<file path="src/rtl/rgn_guard_pkg.sv">
package rgn_guard_pkg;

    localparam int ADDR_W   = 32;
    localparam int SIZE_W   = 5;
    localparam int MIN_LOG2 = 5;

    typedef enum logic [1:0] {
        ACC_READ  = 2'd0,
        ACC_WRITE = 2'd1,
        ACC_FETCH = 2'd2
    } acc_kind_e;

    typedef enum logic [1:0] {
        FLT_NONE = 2'd0,
        FLT_PROT = 2'd1,
        FLT_HARD = 2'd2
    } flt_kind_e;

    typedef struct packed {
        logic [ADDR_W-1:0] base;
        logic [SIZE_W-1:0] size_log2;
        logic              en;
        logic              p_rd;
        logic              p_wr;
        logic              u_rd;
        logic              u_wr;
        logic              no_x;
    } rgn_cfg_t;

    function automatic logic addr_in_rgn(input rgn_cfg_t c, input logic [ADDR_W-1:0] a);
        logic [SIZE_W-1:0] eff;
        logic [ADDR_W-1:0] keep;
        eff  = (c.size_log2 < SIZE_W'(MIN_LOG2)) ? SIZE_W'(MIN_LOG2) : c.size_log2;
        keep = {ADDR_W{1'b1}} << eff;
        return ((a ^ c.base) & keep) == '0;
    endfunction

    function automatic logic rgn_permits(input rgn_cfg_t c, input acc_kind_e k, input logic priv);
        logic rd_ok;
        logic wr_ok;
        rd_ok = priv ? c.p_rd : c.u_rd;
        wr_ok = priv ? c.p_wr : c.u_wr;
        case (k)
            ACC_WRITE: return wr_ok;
            ACC_FETCH: return rd_ok & ~c.no_x;
            default:   return rd_ok;
        endcase
    endfunction

endpackage

</file>
<file path="src/rtl/rgn_guard_cfg.sv">
module rgn_guard_cfg
    import rgn_guard_pkg::*;
#(
    parameter int NUM_REGIONS = 8,
    parameter int CFG_AW      = 5
) (
    input  logic                          clk,
    input  logic                          rst,
    input  logic                          cfg_we,
    input  logic                          cfg_priv,
    input  logic [CFG_AW-1:0]             cfg_addr,
    input  logic [ADDR_W-1:0]             cfg_wdata,
    output rgn_cfg_t [NUM_REGIONS-1:0]    rgn_q,
    output logic                          fault_en_q,
    output logic                          clr_req
);

    logic wr_ok;
    assign wr_ok   = cfg_we & cfg_priv;
    assign clr_req = wr_ok && (cfg_addr == '0) && cfg_wdata[1];

    always_ff @(posedge clk) begin
        if (rst) begin
            rgn_q      <= '0;
            fault_en_q <= 1'b0;
        end else if (wr_ok) begin
            if (cfg_addr == '0)
                fault_en_q <= cfg_wdata[0];
            for (int r = 0; r < NUM_REGIONS; r++) begin
                if (cfg_addr == CFG_AW'(2*r + 2)) begin
                    rgn_q[r].base <= cfg_wdata;
                end
                if (cfg_addr == CFG_AW'(2*r + 3)) begin
                    rgn_q[r].en        <= cfg_wdata[0];
                    rgn_q[r].size_log2 <= cfg_wdata[5:1];
                    rgn_q[r].p_rd      <= cfg_wdata[6];
                    rgn_q[r].p_wr      <= cfg_wdata[7];
                    rgn_q[r].u_rd      <= cfg_wdata[8];
                    rgn_q[r].u_wr      <= cfg_wdata[9];
                    rgn_q[r].no_x      <= cfg_wdata[10];
                end
            end
        end
    end


    unpriv_wr_ignored_chk: assert property (@(posedge clk) disable iff (rst)
        (cfg_we && !cfg_priv) |=> ($stable(rgn_q) && $stable(fault_en_q)));

endmodule

</file>
<file path="src/rtl/rgn_guard_slot.sv">
module rgn_guard_slot
    import rgn_guard_pkg::*;
(
    input  rgn_cfg_t          cfg,
    input  logic [ADDR_W-1:0] addr,
    input  acc_kind_e         kind,
    input  logic              priv,
    output logic              hit,
    output logic              ok
);

    assign hit = cfg.en & addr_in_rgn(cfg, addr);
    assign ok  = rgn_permits(cfg, kind, priv);

endmodule

</file>
<file path="src/rtl/rgn_guard_fault.sv">
module rgn_guard_fault
    import rgn_guard_pkg::*;
(
    input  logic              clk,
    input  logic              rst,
    input  logic              viol,
    input  logic [ADDR_W-1:0] viol_addr,
    input  logic              clr_req,
    output logic              flt_valid,
    output logic [ADDR_W-1:0] flt_addr
);

    always_ff @(posedge clk) begin
        if (rst) begin
            flt_valid <= 1'b0;
            flt_addr  <= '0;
        end else if (viol && (!flt_valid || clr_req)) begin
            flt_valid <= 1'b1;
            flt_addr  <= viol_addr;
        end else if (clr_req) begin
            flt_valid <= 1'b0;
        end
    end


    capture_first_chk: assert property (@(posedge clk) disable iff (rst)
        (viol && !flt_valid) |=> (flt_valid && flt_addr == $past(viol_addr)));


    hold_fault_chk: assert property (@(posedge clk) disable iff (rst)
        (flt_valid && !clr_req) |=> (flt_valid && $stable(flt_addr)));


    clear_drops_chk: assert property (@(posedge clk) disable iff (rst)
        (clr_req && !viol) |=> !flt_valid);

endmodule

</file>
<file path="src/rtl/rgn_guard.sv">
module rgn_guard
    import rgn_guard_pkg::*;
#(
    parameter int NUM_REGIONS = 8,
    localparam int CFG_AW     = $clog2(2*NUM_REGIONS + 2)
) (
    input  logic              clk,
    input  logic              rst,
    input  logic              cfg_we,
    input  logic              cfg_priv,
    input  logic [CFG_AW-1:0] cfg_addr,
    input  logic [31:0]       cfg_wdata,
    input  logic              acc_valid,
    input  logic [31:0]       acc_addr,
    input  logic [1:0]        acc_type,
    input  logic              acc_priv,
    output logic              acc_allow,
    output logic [1:0]        flt_kind,
    output logic              flt_valid,
    output logic [31:0]       flt_addr
);

    rgn_cfg_t [NUM_REGIONS-1:0] rgn_q;
    logic                       fault_en_q;
    logic                       clr_req;
    logic [NUM_REGIONS-1:0]     hit;
    logic [NUM_REGIONS-1:0]     ok;
    acc_kind_e                  kind;
    logic                       any_hit;
    logic                       sel_ok;
    logic                       sel_nx;
    logic                       permit;
    logic                       viol;

    assign kind = acc_kind_e'(acc_type);

    rgn_guard_cfg #(
        .NUM_REGIONS (NUM_REGIONS),
        .CFG_AW      (CFG_AW)
    ) cfg_i (
        .clk        (clk),
        .rst        (rst),
        .cfg_we     (cfg_we),
        .cfg_priv   (cfg_priv),
        .cfg_addr   (cfg_addr),
        .cfg_wdata  (cfg_wdata),
        .rgn_q      (rgn_q),
        .fault_en_q (fault_en_q),
        .clr_req    (clr_req)
    );

    for (genvar r = 0; r < NUM_REGIONS; r++) begin : g_slot
        rgn_guard_slot slot_i (
            .cfg  (rgn_q[r]),
            .addr (acc_addr),
            .kind (kind),
            .priv (acc_priv),
            .hit  (hit[r]),
            .ok   (ok[r])
        );
    end

    always_comb begin
        any_hit = 1'b0;
        sel_ok  = 1'b0;
        sel_nx  = 1'b0;
        for (int r = 0; r < NUM_REGIONS; r++) begin
            if (hit[r]) begin
                any_hit = 1'b1;
                sel_ok  = ok[r];
                sel_nx  = rgn_q[r].no_x;
            end
        end
    end

    assign permit    = any_hit ? sel_ok : acc_priv;
    assign viol      = acc_valid & ~permit;
    assign acc_allow = acc_valid & permit;

    always_comb begin
        if (!viol)           flt_kind = FLT_NONE;
        else if (fault_en_q) flt_kind = FLT_PROT;
        else                 flt_kind = FLT_HARD;
    end

    rgn_guard_fault fault_i (
        .clk       (clk),
        .rst       (rst),
        .viol      (viol),
        .viol_addr (acc_addr),
        .clr_req   (clr_req),
        .flt_valid (flt_valid),
        .flt_addr  (flt_addr)
    );


    nx_fetch_denied_chk: assert property (@(posedge clk) disable iff (rst)
        (acc_valid && kind == ACC_FETCH && any_hit && sel_nx) |-> !acc_allow);


    background_priv_chk: assert property (@(posedge clk) disable iff (rst)
        (acc_valid && acc_priv && !any_hit) |-> acc_allow);


    idle_quiet_chk: assert property (@(posedge clk) disable iff (rst)
        !acc_valid |-> (!acc_allow && flt_kind == FLT_NONE));


    deny_has_kind_chk: assert property (@(posedge clk) disable iff (rst)
        (acc_valid && !acc_allow) |-> (flt_kind != FLT_NONE));

endmodule

</file>
<file path="config.mk">
export PLATFORM = sky130hd
export DESIGN_NAME = rgn_guard
export DESIGN_NICKNAME = d
export VERILOG_FILES = /design/src/rtl/rgn_guard_pkg.sv /design/src/rtl/rgn_guard_cfg.sv /design/src/rtl/rgn_guard_slot.sv /design/src/rtl/rgn_guard_fault.sv /design/src/rtl/rgn_guard.sv
export SDC_FILE = /design/constraint.sdc
export NUM_CORES = 1
export LEC_CHECK = 0
export ABC_CLOCK_PERIOD_IN_PS = 5700
export CAP_MARGIN = 30
export CORE_UTILIZATION = 30
export DETAILED_ROUTE_END_ITERATION = 12
export PLACE_DENSITY = 0.53
export SYNTH_ARGS = -nofsm -noshare
export SYNTH_HDL_FRONTEND = slang
export SYNTH_SLANG_ARGS = --single-unit
</file>
<file path="constraint.sdc">
create_clock -name clk -period 5.7 [get_ports clk]
set_clock_uncertainty 0.1 [all_clocks]
set_input_delay 0.855 -clock clk [delete_from_list [all_inputs] [get_ports clk]]
set_output_delay 0.855 -clock clk [all_outputs]
set_load 0.02 [all_outputs]
</file>
==> run_results.csv <==
group,metric,value,unit
cells_and_area,fin_util,0.361,
critical_path,path_max_fanout,4,
logic_synthesis,syn_area_per_cell,7.94,um2
logic_synthesis,synth_area,17200,um2
clocking,clockBufferDepth,3,
global_routing,antenna_found_initial,0,
global_routing,grtUsageTotal,0.197,
sta,final_hold_viol_count,0,
critical_path,crit_top_cell,"buf_4",
clocking,cts_sinks,338,
global_routing,grt_overflow,0,
cells_and_area,stdcell_area,20500,um2
power,pwr-share-clk,0.476,
logic_synthesis,async_flop_share,0,
sta,setup_viol,0,
global_routing,grt_max_degree,177,
clocking,cts_tree,"built",
power,p_total,5.53,mW
critical_path,critPathArrivalTime,4.64,ns
run_status,status,"finished clean",
power,pwr-share-seq,0.433,
drt,vias,15300,
clocking,clockRootBuffer,"clkbuf_16",
cells_and_area,instances_no_fill,2969,
drt,drt-pass1-iter-count,5,
cells_and_area,n_antenna_cell,0,
sta,worst_slew_pin_slew,1.03,ns
global_routing,grt_pass1_wl,89400,um
drt,routed_wl,59300,um
critical_path,end_kind,"primary output",
power,internal_power,4.14,mW
sta,rsz0062_at_grt,"no",
sta,drv_slew,0,
critical_path,slowest_stage,"clkdlybuf4s50_1",
clocking,insertion_delay,0.58,ns
sta,slew_headroom,0.311,
drt,final_antenna_net_count,0,
drt,viasPerCell,5.14,
flow_run,drv_cap,0,
cells_and_area,drive_above_1_share,0.0840,
logic_synthesis,synth_cells,2173,
sta,period_minus_slack,5.60,ns
critical_path,path_buf_inv,5,
critical_path,start_kind,"primary input",
floorplanning,coreArea,56600,um2
critical_path,crit_chain,"clkdlybuf4s50_1 -> buf_4 -> xnor2_2 -> a2111oi_2 -> or4_1 -> or4_4 -> a2111oi_4 -> buf_4 -> a21o_2 -> o2111ai_2 -> o2bb2ai_2 -> buf_4 -> o21a_1 -> clkdlybuf4s50_1",
cells_and_area,layout.area.seq,6770,um2
sta,fmax,179,MHz
placed_design,dp_hpwl,42300,um
floorplanning,num_io_pins,113,
critical_path,worstSetupPathType,"in -> out",
floorplanning,die_area,58500,um2
floorplanning,die-height,242,um
power,power_density,271,nW/um2
cells_and_area,mostFrequentLayoutCell,"nand2_1",
critical_path,cp_top_family,"buffers and inverters",
placed_design,placed_cells,2903,
cells_and_area,nFillCells,5883,
clocking,h-tree-depth,2,
power,switching_share,0.251,
drt,wire_per_inst,20.0,um
logic_synthesis,synth_ff_type,"dfxtp_1",
power,ir_drop,164,uV
cells_and_area,multiInputGateArea,9500,um2
clocking,cts_setup_buffers,0,
logic_synthesis,synth-seq-cells,338,
critical_path,slowest_delay,0.62,ns
clocking,cts.clk_slew.worst_paths,0.05,ns
critical_path,worstPathRequired,4.74,ns
logic_synthesis,synth.distinct_cells,80,
floorplanning,die_x,242,um
clocking,numCtsBuffers,41,
floorplanning,row_count,87,
min_path,hp-class,"reg -> reg",
placed_design,gp_congestion,0.916,
power,switchingPower,1.39,mW
sta,hold-worst-slack,0.364,ns
sta,finalCritPeriodShare,0.982,
cells_and_area,area_growth,18.6,%
logic_synthesis,synth_fp_nets,2252,
cells_and_area,final_nets,2269,
cells_and_area,layout_common_cells,"nand2_1 (475), dfxtp_1 (338), a21oi_1 (295), mux2i_1 (137), xor2_1 (119)",
drt,drc,0,
logic_synthesis,yosysWarnings,0,
drt,dr.first_iter.drc_count,1256,
floorplanning,initial_utilization,0.305,
power,p_leak,7.28,nW
logic_synthesis,seq_area_frac_synth,0.392,
global_routing,first_global_vias,14200,
placed_design,placed_cell_area,19100,um2
placed_design,io_buffers,112,
power,pwr-share-comb,0.090,
logic_synthesis,synth_edf_count,0,
synthesized netlist by cell type (all sizes together), types with 5 or more instances:
cell type / number / share of area
nand2: 475 / 0.10
dfxtp: 338 / 0.39
a21oi: 296 / 0.086
clkbuf: 180 / 0.042
mux2i: 137 / 0.080
nor2: 119 / 0.026
xor2: 119 / 0.060
xnor2: 97 / 0.050
nand2b: 71 / 0.026
buf: 41 / 0.013
o21ai: 38 / 0.011
nand3: 29 / 0.0084
a31oi: 20 / 0.0073
inv: 17 / 0.0037
nor3: 14 / 0.0041
o211ai: 14 / 0.0061
a21o: 11 / 0.0049
nand4: 11 / 0.0040
nor4: 11 / 0.0044
a22oi: 10 / 0.0044
a221oi: 8 / 0.0041
or3: 8 / 0.0030
a2111oi: 7 / 0.0050
and2: 7 / 0.0027
o2111ai: 6 / 0.0034
o31ai: 6 / 0.0026
or2: 6 / 0.0022
a211oi: 5 / 0.0022
o21a: 5 / 0.0022
repair_timing:
item	in CTS	in global routing
hold buffers	0	0
pin swaps	0	0
endpoints found under the setup margin	2	2
gates resized for setup	2	8
cell families (layout without fill, tap and decap cells):
logic type | count (synthesis) | in the layout | share of synthesized area
simple gates | 771 | 771 | 0.194
compound gates | 469 | 469 | 0.162
mux | 137 | 137 | 0.0795
buf+inv | 239 | 279 | 0.0607
xor+xnor | 216 | 216 | 0.110
flops | 338 | 338 | 0.392
fa+ha+maj | 3 | 3 | 0.00203
path summary, 6_finish.rpt:
path / from / to / slack [ns] / cells past startpoint
worst min-delay path: cfg_i.rgn_q[85] / cfg_i.rgn_q[85] / 0.36 / 2
worst max-delay path: acc_addr[6] / acc_allow / 0.10 / 14
worst min register to register: cfg_i.rgn_q[85] / cfg_i.rgn_q[85] / 0.36 / 2
worst max register to register: cfg_i.rgn_q[136] / fault_i.flt_addr[0] / 1.67 / 13
through the flow:
stage,setup TNS [ns],setup slack [ns]
6_report,0,0.102
5_1_grt,0,0.0159
4_1_cts,0,0.0355
3_5_place_dp,-0.211,-0.124
3_3_place_gp,-0.363,-0.184
2_1_floorplan,0,1.27
routing by layer:
layer / routed length [um] / up-vias / track usage
li1: - / 7281 / -
met1: 27100 / 7391 / 0.273
met2: 27700 / 532 / 0.323
met3: 3670 / 65 / 0.0301
met4: 887 / 0 / 0.0413
met5: 0 / - / 0
layout make-up:
class                      count  area share
multi-input combinational   1596       0.465
sequential                   338       0.331
tap                          756      0.0463
timing repair buffer         196      0.0905
clock inverter                14      0.0100
clock buffer                  52      0.0546
inverter                      17     0.00312
registers in the layout, summed over array words and instances (netlist names):
| name | cells |
|---|---|
| fault_i.flt_addr | 32 |
| cfg_i.rgn_q | 304 |
| cfg_i.fault_en_q | 1 |
| fault_i.flt_valid | 1 |
worst min-delay path, stage by stage, from the launching register on:
cell	delay, ns
dfxtp_1	0.31
nand2_1	0.05
a21oi_1	0.05
power by group through the flow:
stage          combinational, mW  clock, mW  sequential, mW
2_1_floorplan              0.266          0            2.46
3_3_place_gp               0.498          0            2.45
3_5_place_dp               0.499          0            2.45
4_1_cts                    0.502       2.69            2.40
5_1_grt                    0.528       2.79            2.40
6_report                   0.500       2.64            2.40
(Power assumes the default switching activity.)
